`src/rtl/dedup_pkg.sv`:
```
package dedup_pkg;
   // smallest legal configuration limits shared by the tracker
   localparam int unsigned DEDUP_MIN_CNT_W = 2;
   localparam int unsigned DEDUP_MIN_PREGS = 2;
   // offset that keeps the per-cycle count sum non-negative (two decrements max)
   localparam int unsigned DEDUP_DEC_MAX   = 2;
endpackage

```
`src/rtl/dedup_ref_counters.sv`:
```
module dedup_ref_counters
   import dedup_pkg::*;
#(
   parameter int unsigned NUM_PREG = 16,
   parameter int unsigned CNT_W    = 3
) (
   input  logic                               clk,
   input  logic                               rst_n,
   input  logic [NUM_PREG-1:0]                inc_a,
   input  logic [NUM_PREG-1:0]                inc_b,
   input  logic [NUM_PREG-1:0]                dec_a,
   input  logic [NUM_PREG-1:0]                dec_b,
   output logic [NUM_PREG-1:0][CNT_W-1:0]     cnt_q,
   output logic [NUM_PREG-1:0][CNT_W-1:0]     cnt_nxt,
   output logic [NUM_PREG-1:0]                free_q
);
   localparam int unsigned SUM_W   = CNT_W + 2;
   localparam int unsigned CNT_MAX = (1 << CNT_W) - 1;

   for (genvar i = 0; i < NUM_PREG; i++) begin : g_cnt
      logic [SUM_W-1:0] sum_off;

      // offset sum: count + increments + 2 - decrements, never negative
      always_comb begin
         sum_off = {2'b00, cnt_q[i]} + SUM_W'(inc_a[i]) + SUM_W'(inc_b[i])
                 + SUM_W'(DEDUP_DEC_MAX) - SUM_W'(dec_a[i]) - SUM_W'(dec_b[i]);
         if (sum_off < SUM_W'(DEDUP_DEC_MAX))
            cnt_nxt[i] = '0;
         else if (sum_off > SUM_W'(CNT_MAX + DEDUP_DEC_MAX))
            cnt_nxt[i] = CNT_W'(CNT_MAX);
         else
            cnt_nxt[i] = CNT_W'(sum_off - SUM_W'(DEDUP_DEC_MAX));
      end

      always_ff @(posedge clk) begin
         if (!rst_n) begin
            cnt_q[i]  <= '0;
            free_q[i] <= 1'b0;
         end else begin
            cnt_q[i]  <= cnt_nxt[i];
            free_q[i] <= (cnt_q[i] != '0) && (cnt_nxt[i] == '0);
         end
      end
   end
endmodule

```
`src/rtl/dedup_value_cam.sv`:
```
module dedup_value_cam #(
   parameter int unsigned DEPTH    = 16,
   parameter int unsigned DATA_W   = 32,
   parameter int unsigned NUM_PREG = 16,
   parameter int unsigned TAG_W    = 4
) (
   input  logic                             clk,
   input  logic                             rst_n,
   input  logic [DATA_W-1:0]                srch_value,
   input  logic [NUM_PREG-1:0]              block_vec,
   input  logic [NUM_PREG-1:0]              drop_vec,
   input  logic                             ins_req,
   input  logic [TAG_W-1:0]                 ins_tag,
   output logic                             match,
   output logic [TAG_W-1:0]                 match_tag,
   output logic [DEPTH-1:0]                 slot_valid,
   output logic [DEPTH-1:0][DATA_W-1:0]     slot_value,
   output logic [DEPTH-1:0][TAG_W-1:0]      slot_tag
);
   localparam int unsigned SLOT_W = (DEPTH > 1) ? $clog2(DEPTH) : 1;

   logic [DEPTH-1:0]  hit_vec;
   logic              free_found;
   logic [SLOT_W-1:0] free_idx;

   for (genvar j = 0; j < DEPTH; j++) begin : g_match
      assign hit_vec[j] = slot_valid[j] && (slot_value[j] == srch_value)
                          && !block_vec[slot_tag[j]];
   end

   // values are unique in the table, so at most one bit of hit_vec is set
   always_comb begin
      match_tag = '0;
      for (int j = 0; j < DEPTH; j++)
         if (hit_vec[j]) match_tag = match_tag | slot_tag[j];
   end
   assign match = |hit_vec;

   // lowest-numbered empty slot wins
   always_comb begin
      free_found = 1'b0;
      free_idx   = '0;
      for (int j = DEPTH - 1; j >= 0; j--)
         if (!slot_valid[j]) begin
            free_found = 1'b1;
            free_idx   = SLOT_W'(j);
         end
   end

   for (genvar j = 0; j < DEPTH; j++) begin : g_slot
      always_ff @(posedge clk) begin
         if (!rst_n) begin
            slot_valid[j] <= 1'b0;
            slot_value[j] <= '0;
            slot_tag[j]   <= '0;
         end else if (ins_req && free_found && free_idx == SLOT_W'(j)) begin
            slot_valid[j] <= 1'b1;
            slot_value[j] <= srch_value;
            slot_tag[j]   <= ins_tag;
         end else if (slot_valid[j] && drop_vec[slot_tag[j]]) begin
            slot_valid[j] <= 1'b0;
         end
      end
   end
endmodule

```
`src/rtl/dedup_reuse_tracker.sv`:
```
module dedup_reuse_tracker
   import dedup_pkg::*;
#(
   parameter int unsigned NUM_PREG  = 16,
   parameter int unsigned DATA_W    = 32,
   parameter int unsigned CNT_W     = 3,
   parameter int unsigned TBL_DEPTH = NUM_PREG,
   localparam int unsigned TAG_W    = $clog2(NUM_PREG)
) (
   input  logic                clk,
   input  logic                rst_n,
   input  logic                lk_valid,
   input  logic [DATA_W-1:0]   lk_value,
   input  logic [TAG_W-1:0]    lk_tag,
   input  logic                map_valid,
   input  logic [TAG_W-1:0]    map_tag,
   input  logic                unmap_valid,
   input  logic [TAG_W-1:0]    unmap_tag,
   output logic                rsp_valid,
   output logic                rsp_hit,
   output logic [TAG_W-1:0]    rsp_tag,
   output logic [NUM_PREG-1:0] free_vec
);
   localparam int unsigned CNT_MAX = (1 << CNT_W) - 1;

   if (TBL_DEPTH < 1 || TBL_DEPTH > NUM_PREG) begin : g_bad_depth
      $error("TBL_DEPTH must lie between 1 and NUM_PREG");
   end
   if (CNT_W < DEDUP_MIN_CNT_W) begin : g_bad_cnt
      $error("CNT_W too small for sharing");
   end
   if (NUM_PREG < DEDUP_MIN_PREGS) begin : g_bad_preg
      $error("NUM_PREG too small");
   end

   logic [NUM_PREG-1:0]            map_hot, unmap_hot, hit_hot, own_hot;
   logic [NUM_PREG-1:0]            kill_vec, drop_vec;
   logic [NUM_PREG-1:0][CNT_W-1:0] cnt_q, cnt_nxt;
   logic                           cam_match, hit, ins_req;
   logic [TAG_W-1:0]               match_tag;
   logic [TBL_DEPTH-1:0]               slot_valid;
   logic [TBL_DEPTH-1:0][DATA_W-1:0]   slot_value;
   logic [TBL_DEPTH-1:0][TAG_W-1:0]    slot_tag;

   assign hit = lk_valid && cam_match;

   for (genvar i = 0; i < NUM_PREG; i++) begin : g_dec
      assign map_hot[i]   = map_valid   && (map_tag   == TAG_W'(i));
      assign unmap_hot[i] = unmap_valid && (unmap_tag == TAG_W'(i));
      assign hit_hot[i]   = hit && (match_tag == TAG_W'(i));
      assign own_hot[i]   = hit && (lk_tag    == TAG_W'(i));
      // a register losing its last use this cycle may not be shared
      assign kill_vec[i]  = unmap_hot[i] && !map_hot[i] && (cnt_q[i] == CNT_W'(1));
      assign drop_vec[i]  = (cnt_nxt[i] == '0) || (cnt_nxt[i] == CNT_W'(CNT_MAX));
   end

   assign ins_req = lk_valid && !cam_match
                    && (cnt_nxt[lk_tag] != '0)
                    && (cnt_nxt[lk_tag] != CNT_W'(CNT_MAX));

   dedup_value_cam #(
      .DEPTH    (TBL_DEPTH),
      .DATA_W   (DATA_W),
      .NUM_PREG (NUM_PREG),
      .TAG_W    (TAG_W)
   ) u_cam (
      .clk        (clk),
      .rst_n      (rst_n),
      .srch_value (lk_value),
      .block_vec  (kill_vec),
      .drop_vec   (drop_vec),
      .ins_req    (ins_req),
      .ins_tag    (lk_tag),
      .match      (cam_match),
      .match_tag  (match_tag),
      .slot_valid (slot_valid),
      .slot_value (slot_value),
      .slot_tag   (slot_tag)
   );

   dedup_ref_counters #(
      .NUM_PREG (NUM_PREG),
      .CNT_W    (CNT_W)
   ) u_cnt (
      .clk     (clk),
      .rst_n   (rst_n),
      .inc_a   (map_hot),
      .inc_b   (hit_hot),
      .dec_a   (unmap_hot),
      .dec_b   (own_hot),
      .cnt_q   (cnt_q),
      .cnt_nxt (cnt_nxt),
      .free_q  (free_vec)
   );

   always_ff @(posedge clk) begin
      if (!rst_n) begin
         rsp_valid <= 1'b0;
         rsp_hit   <= 1'b0;
         rsp_tag   <= '0;
      end else begin
         rsp_valid <= lk_valid;
         rsp_hit   <= hit;
         rsp_tag   <= lk_valid ? (hit ? match_tag : lk_tag) : '0;
      end
   end
endmodule

```
`config.mk`:
```
export PLATFORM = sky130hd
export DESIGN_NAME = dedup_reuse_tracker
export DESIGN_NICKNAME = d
export VERILOG_FILES = /design/src/rtl/dedup_pkg.sv /design/src/rtl/dedup_ref_counters.sv /design/src/rtl/dedup_value_cam.sv /design/src/rtl/dedup_reuse_tracker.sv
export SDC_FILE = /design/constraint.sdc
export NUM_CORES = 2
export LEC_CHECK = 0
export BUFFER_PORTS_ARGS = -buffer_cell sky130_fd_sc_hd__buf_2
export CORE_UTILIZATION = 55
export CTS_CLUSTER_SIZE = 25
export DETAILED_ROUTE_END_ITERATION = 10
export PLACE_DENSITY = 0.8
export REMOVE_ABC_BUFFERS = 1
export SLEW_MARGIN = 40
export SYNTH_ARGS = -nofsm -noshare
export SYNTH_HDL_FRONTEND = slang
export SYNTH_SLANG_ARGS = --single-unit
```
`constraint.sdc`:
```
create_clock -name clk -period 21.1 [get_ports clk]
set_clock_uncertainty 0.1 [all_clocks]
set_input_delay 1.055 -clock clk [delete_from_list [all_inputs] [get_ports clk]]
set_output_delay 1.055 -clock clk [all_outputs]
set_load 0.005 [all_outputs]
```
==> flow_metrics.env <==
export IMPL_status="completed"
export IMPL_dpl_cell_area_sq_um=42000
export IMPL_cts_num_sinks=662
export IMPL_utilization=0.600
export IMPL_drtPass1Iterations=9
export IMPL_finalCriticalPeriod_ns=10.40
export IMPL_most_common_layout_cells="693 x sky130_fd_sc_hd__nand2_1, 662 x sky130_fd_sc_hd__dfxtp_1, 585 x sky130_fd_sc_hd__mux2i_1"
export IMPL_syn2layout_area_growth_pct=8.17
export IMPL_drv_max_cap_violation_count=0
export IMPL_synth_adder_area_share=0.0573
export IMPL_vdd_drop_max_uv=95.1
export IMPL_die_h_um=276
export IMPL_grt_pass1_wl_um=221000
export IMPL_worst_path_dominant_cell_family="compound AO/OA/AOI/OAI gates"
export IMPL_critical_path_peak_fanout=32
export IMPL_critical_path_reg2reg_endpoint="u_cam.slot_value[358]"
export IMPL_viasPerCell=6.75
export IMPL_yosysWarnings=0
export IMPL_synth_enable_flop_cells=0
export IMPL_netlist_area_sq_um=41300
export IMPL_r2r_cells=28
export IMPL_timing_critical_path_to_type="flip-flop"
export IMPL_standard_cell_with_the_maximum_stage_delay_on_the_critical_path="sky130_fd_sc_hd__a2111oi_1"
export IMPL_origin_of_the_critical_flop_to_flop_path="u_cam.slot_value[71]"
export IMPL_synth_seq_cells=662
export IMPL_hold_path_cell_count=2
export IMPL_timing_slew_headroom=0.373
export IMPL_clkLatencyLatePin_ns=0.67
export IMPL_hold_path_endpoint="u_cam.slot_value[491]"
export IMPL_rows=100
export IMPL_cts_path_max_buffers=3
export IMPL_h_tree_depth=3
export IMPL_hpwlAfterDp_um=100000
export IMPL_rsz0062_at_grt="no"
export IMPL_yosys_area_share_xor_xnor=0.116
export IMPL_ctsResizeCount=0
export IMPL_report_final_hold_viol_count=0
export IMPL_path_class="in -> reg"
export IMPL_buffers_added_on_ports=70
export IMPL_holdBufCountCts=0
export IMPL_min_delay_start="u_cam.slot_value[491]"
export IMPL_synth_simple_gate_area_frac=0.163
export IMPL_crit_path_max_incr_delay_ns=0.81
export IMPL_power_per_cell_area_nw_per_um2=69.7
export IMPL_grt_pass1_vias=35014
export IMPL_timing_hold_ws_ns=0.368
export IMPL_synth_cell_types=101
export IMPL_gpl_final_weighted_congestion=1.09
export IMPL_wl_per_cell_um=27.8
export IMPL_reg2reg_setup_slack_ns=11.47
export IMPL_drt_antenna_violating_nets=0
export IMPL_synth_ff_type="sky130_fd_sc_hd__dfxtp_1"
export IMPL_final_setup_viol_count=0
export IMPL_post_cts_setup_buffer_count=0
export IMPL_grt_antenna_before_repair=4
export IMPL_final_layout_size_suffix_gt1_frac=0.113
export IMPL_drt_iter0_drc=4510
export IMPL_dominant_combinational_cell_family_by_area_after_synthesis="multiplexers"
export IMPL_grt_overflow=0
export IMPL_number_of_max_slew_violations_in_the_final_report=0
export IMPL_asyncSetResetFlopFracSynth=0
export IMPL_io_pin_count=71
export IMPL_post_synth_cell_area_avg_sq_um=9.14
export IMPL_synth_seq_area_share=0.321
export IMPL_clk_pin_slew_ns=0.06
export IMPL_cts_tree="yes"
export IMPL_worst_endpoint_arrival_ns=10.86
export IMPL_setup_total_negative_slack_ns=0
export IMPL_ctsRootBufferMaster="sky130_fd_sc_hd__clkbuf_16"
export IMPL_synthMuxAreaShare=0.186
export IMPL_synth_compound_area_frac=0.107
export IMPL_post_route_drc_count=0
export IMPL_leakage_nw=19.2
export IMPL_max_clock_freq_mhz=96.1
export IMPL_grt_start_max_net_pins=175
export IMPL_floorplan_die_width_um=276
export IMPL_postSynthCellCount=4512
export IMPL_placed_cells_incl_taps=5259
export IMPL_cts_inserted_buffers=75
export IMPL_route_vias_total=36379
export IMPL_track_usage=0.388
export IMPL_drt_wl_total_um=150000
export IMPL_type_of_the_worst_min_delay_path="reg -> reg"
export IMPL_critical_path_required_ns=21.56
export IMPL_total_core_area_sq_um=74300
export IMPL_fin_crit_sh=0.493
export IMPL_worst_slew_pin_slew_ns=0.940
export IMPL_crit_path_start_kind="input port"
export IMPL_layout_commonest_cell="sky130_fd_sc_hd__nand2_1"
export IMPL_design_area_sq_um=44600
export IMPL_finalNonFillerCells=5393
export IMPL_initial_cell_density_of_the_core=0.555
export IMPL_total_nets_final=4577
export IMPL_cp_num_buf_inv=7
export IMPL_die_area_sq_um=76100
-- cells in the mapped netlist (11+ instances only) --
| master | number | share of area |
|---|---|---|
| sky130_fd_sc_hd__or3_1 | 12 | 0.0018 |
| sky130_fd_sc_hd__clkbuf_1 | 240 | 0.022 |
| sky130_fd_sc_hd__or2_2 | 18 | 0.0027 |
| sky130_fd_sc_hd__xnor2_1 | 214 | 0.045 |
| sky130_fd_sc_hd__and3_1 | 24 | 0.0036 |
| sky130_fd_sc_hd__a2111oi_0 | 19 | 0.0040 |
| sky130_fd_sc_hd__buf_2 | 42 | 0.0051 |
| sky130_fd_sc_hd__nand4_1 | 75 | 0.011 |
| sky130_fd_sc_hd__dfxtp_1 | 662 | 0.32 |
| sky130_fd_sc_hd__o21ai_0 | 44 | 0.0053 |
| sky130_fd_sc_hd__a211oi_1 | 24 | 0.0044 |
| sky130_fd_sc_hd__a21oi_1 | 144 | 0.017 |
| sky130_fd_sc_hd__nand3_1 | 149 | 0.018 |
| sky130_fd_sc_hd__mux4_2 | 77 | 0.042 |
| sky130_fd_sc_hd__nor2b_1 | 21 | 0.0032 |
| sky130_fd_sc_hd__xor2_1 | 333 | 0.071 |
| sky130_fd_sc_hd__inv_1 | 99 | 0.0090 |
| sky130_fd_sc_hd__buf_4 | 36 | 0.0066 |
| sky130_fd_sc_hd__a21bo_2 | 34 | 0.0083 |
| sky130_fd_sc_hd__fa_1 | 32 | 0.016 |
| sky130_fd_sc_hd__and2_1 | 11 | 0.0017 |
| sky130_fd_sc_hd__a21boi_0 | 15 | 0.0027 |
| sky130_fd_sc_hd__mux2i_1 | 585 | 0.14 |
| sky130_fd_sc_hd__nor3_1 | 62 | 0.0075 |
| sky130_fd_sc_hd__a31oi_1 | 18 | 0.0027 |
| sky130_fd_sc_hd__nor4_1 | 91 | 0.014 |
| sky130_fd_sc_hd__o211ai_1 | 54 | 0.0098 |
| sky130_fd_sc_hd__nor2_1 | 123 | 0.011 |
| sky130_fd_sc_hd__maj3_1 | 12 | 0.0029 |
| sky130_fd_sc_hd__ha_1 | 128 | 0.039 |
| sky130_fd_sc_hd__nor3b_1 | 11 | 0.0020 |
| sky130_fd_sc_hd__nand2_1 | 722 | 0.066 |
| sky130_fd_sc_hd__o22ai_1 | 13 | 0.0020 |
| sky130_fd_sc_hd__nand2b_1 | 11 | 0.0017 |
| sky130_fd_sc_hd__buf_1 | 35 | 0.0032 |
| sky130_fd_sc_hd__o221ai_1 | 12 | 0.0025 |
| sky130_fd_sc_hd__o2111ai_1 | 60 | 0.013 |
-- metrics by stage --
step	worst slack [ns]	total power (W)
floorplan	8.68	0.00155
global placement	10.17	0.00173
detailed placement	10.49	0.00175
CTS	11.13	0.00309
global route	10.56	0.00318
finish	10.70	0.00311
-- state kept, by name (all words and copies together), names as in the netlist --
name / cells
rsp_valid: 1
u_cnt.free_q: 16
rsp_tag: 4
u_cam.slot_valid: 16
u_cam.slot_value: 512
rsp_hit: 1
u_cnt.cnt_q: 48
u_cam.slot_tag: 64
-- area by class of cell --
type	count	area [sq um]
timing repair buffer	141	940
multi-input combinational	3377	26200
clock inverter	30	492
fill	6196	29700
inverter	111	417
tap	969	1210
clock buffer	102	2070
sequential	662	13300
antenna	1	2.50
-- worst max-delay path by stage --
stage | end | from | slack, ns | cells past startpoint
global route | u_cam.slot_value[234] | lk_value[7] | 10.56 | 29
finish | u_cam.slot_value[358] | lk_value[7] | 10.70 | 29
CTS | u_cam.slot_value[79] | unmap_tag[3] | 11.13 | 27
global placement | u_cam.slot_value[74] | unmap_tag[1] | 10.17 | 26
floorplan | u_cam.slot_tag[38] | map_tag[0] | 8.68 | 24
detailed placement | u_cam.slot_value[79] | unmap_tag[3] | 10.49 | 27
-- logic make-up after synthesis --
| family | count (synthesis) |
|---|---|
| and+or+nand+nor | 1399 |
| muxes | 668 |
| DFF | 662 |
| AOI/OAI and AO/OA | 591 |
| xor gates and xnor gates | 547 |
| buffers and inverters | 473 |
| adders and majority gates | 172 |
-- tightest hold or removal path, cell delays in order, from the launching register on --
cell and delay (ns):
sky130_fd_sc_hd__dfxtp_1 0.31, sky130_fd_sc_hd__nand2_1 0.06, sky130_fd_sc_hd__mux2i_1 0.05
-- power breakdown --
group	internal (W)	total [W]	switching [W]
combinational	0.000152	0.000454	0.000302
clock	0.000796	0.00137	0.000570
sequential	0.00127	0.00129	0.0000235
total	0.00222	0.00311	0.000896
-- routing by layer --
layer  global-route usage  part of all wire  vias to the layer above
met5                    0           0.00026                        -
met2                0.607              0.44                     2266
met4                0.284             0.085                        6
li1                     -                 -                    15754
met3                0.101              0.11                      681
met1                0.460              0.37                    17672
(Power assumes the default switching activity.)
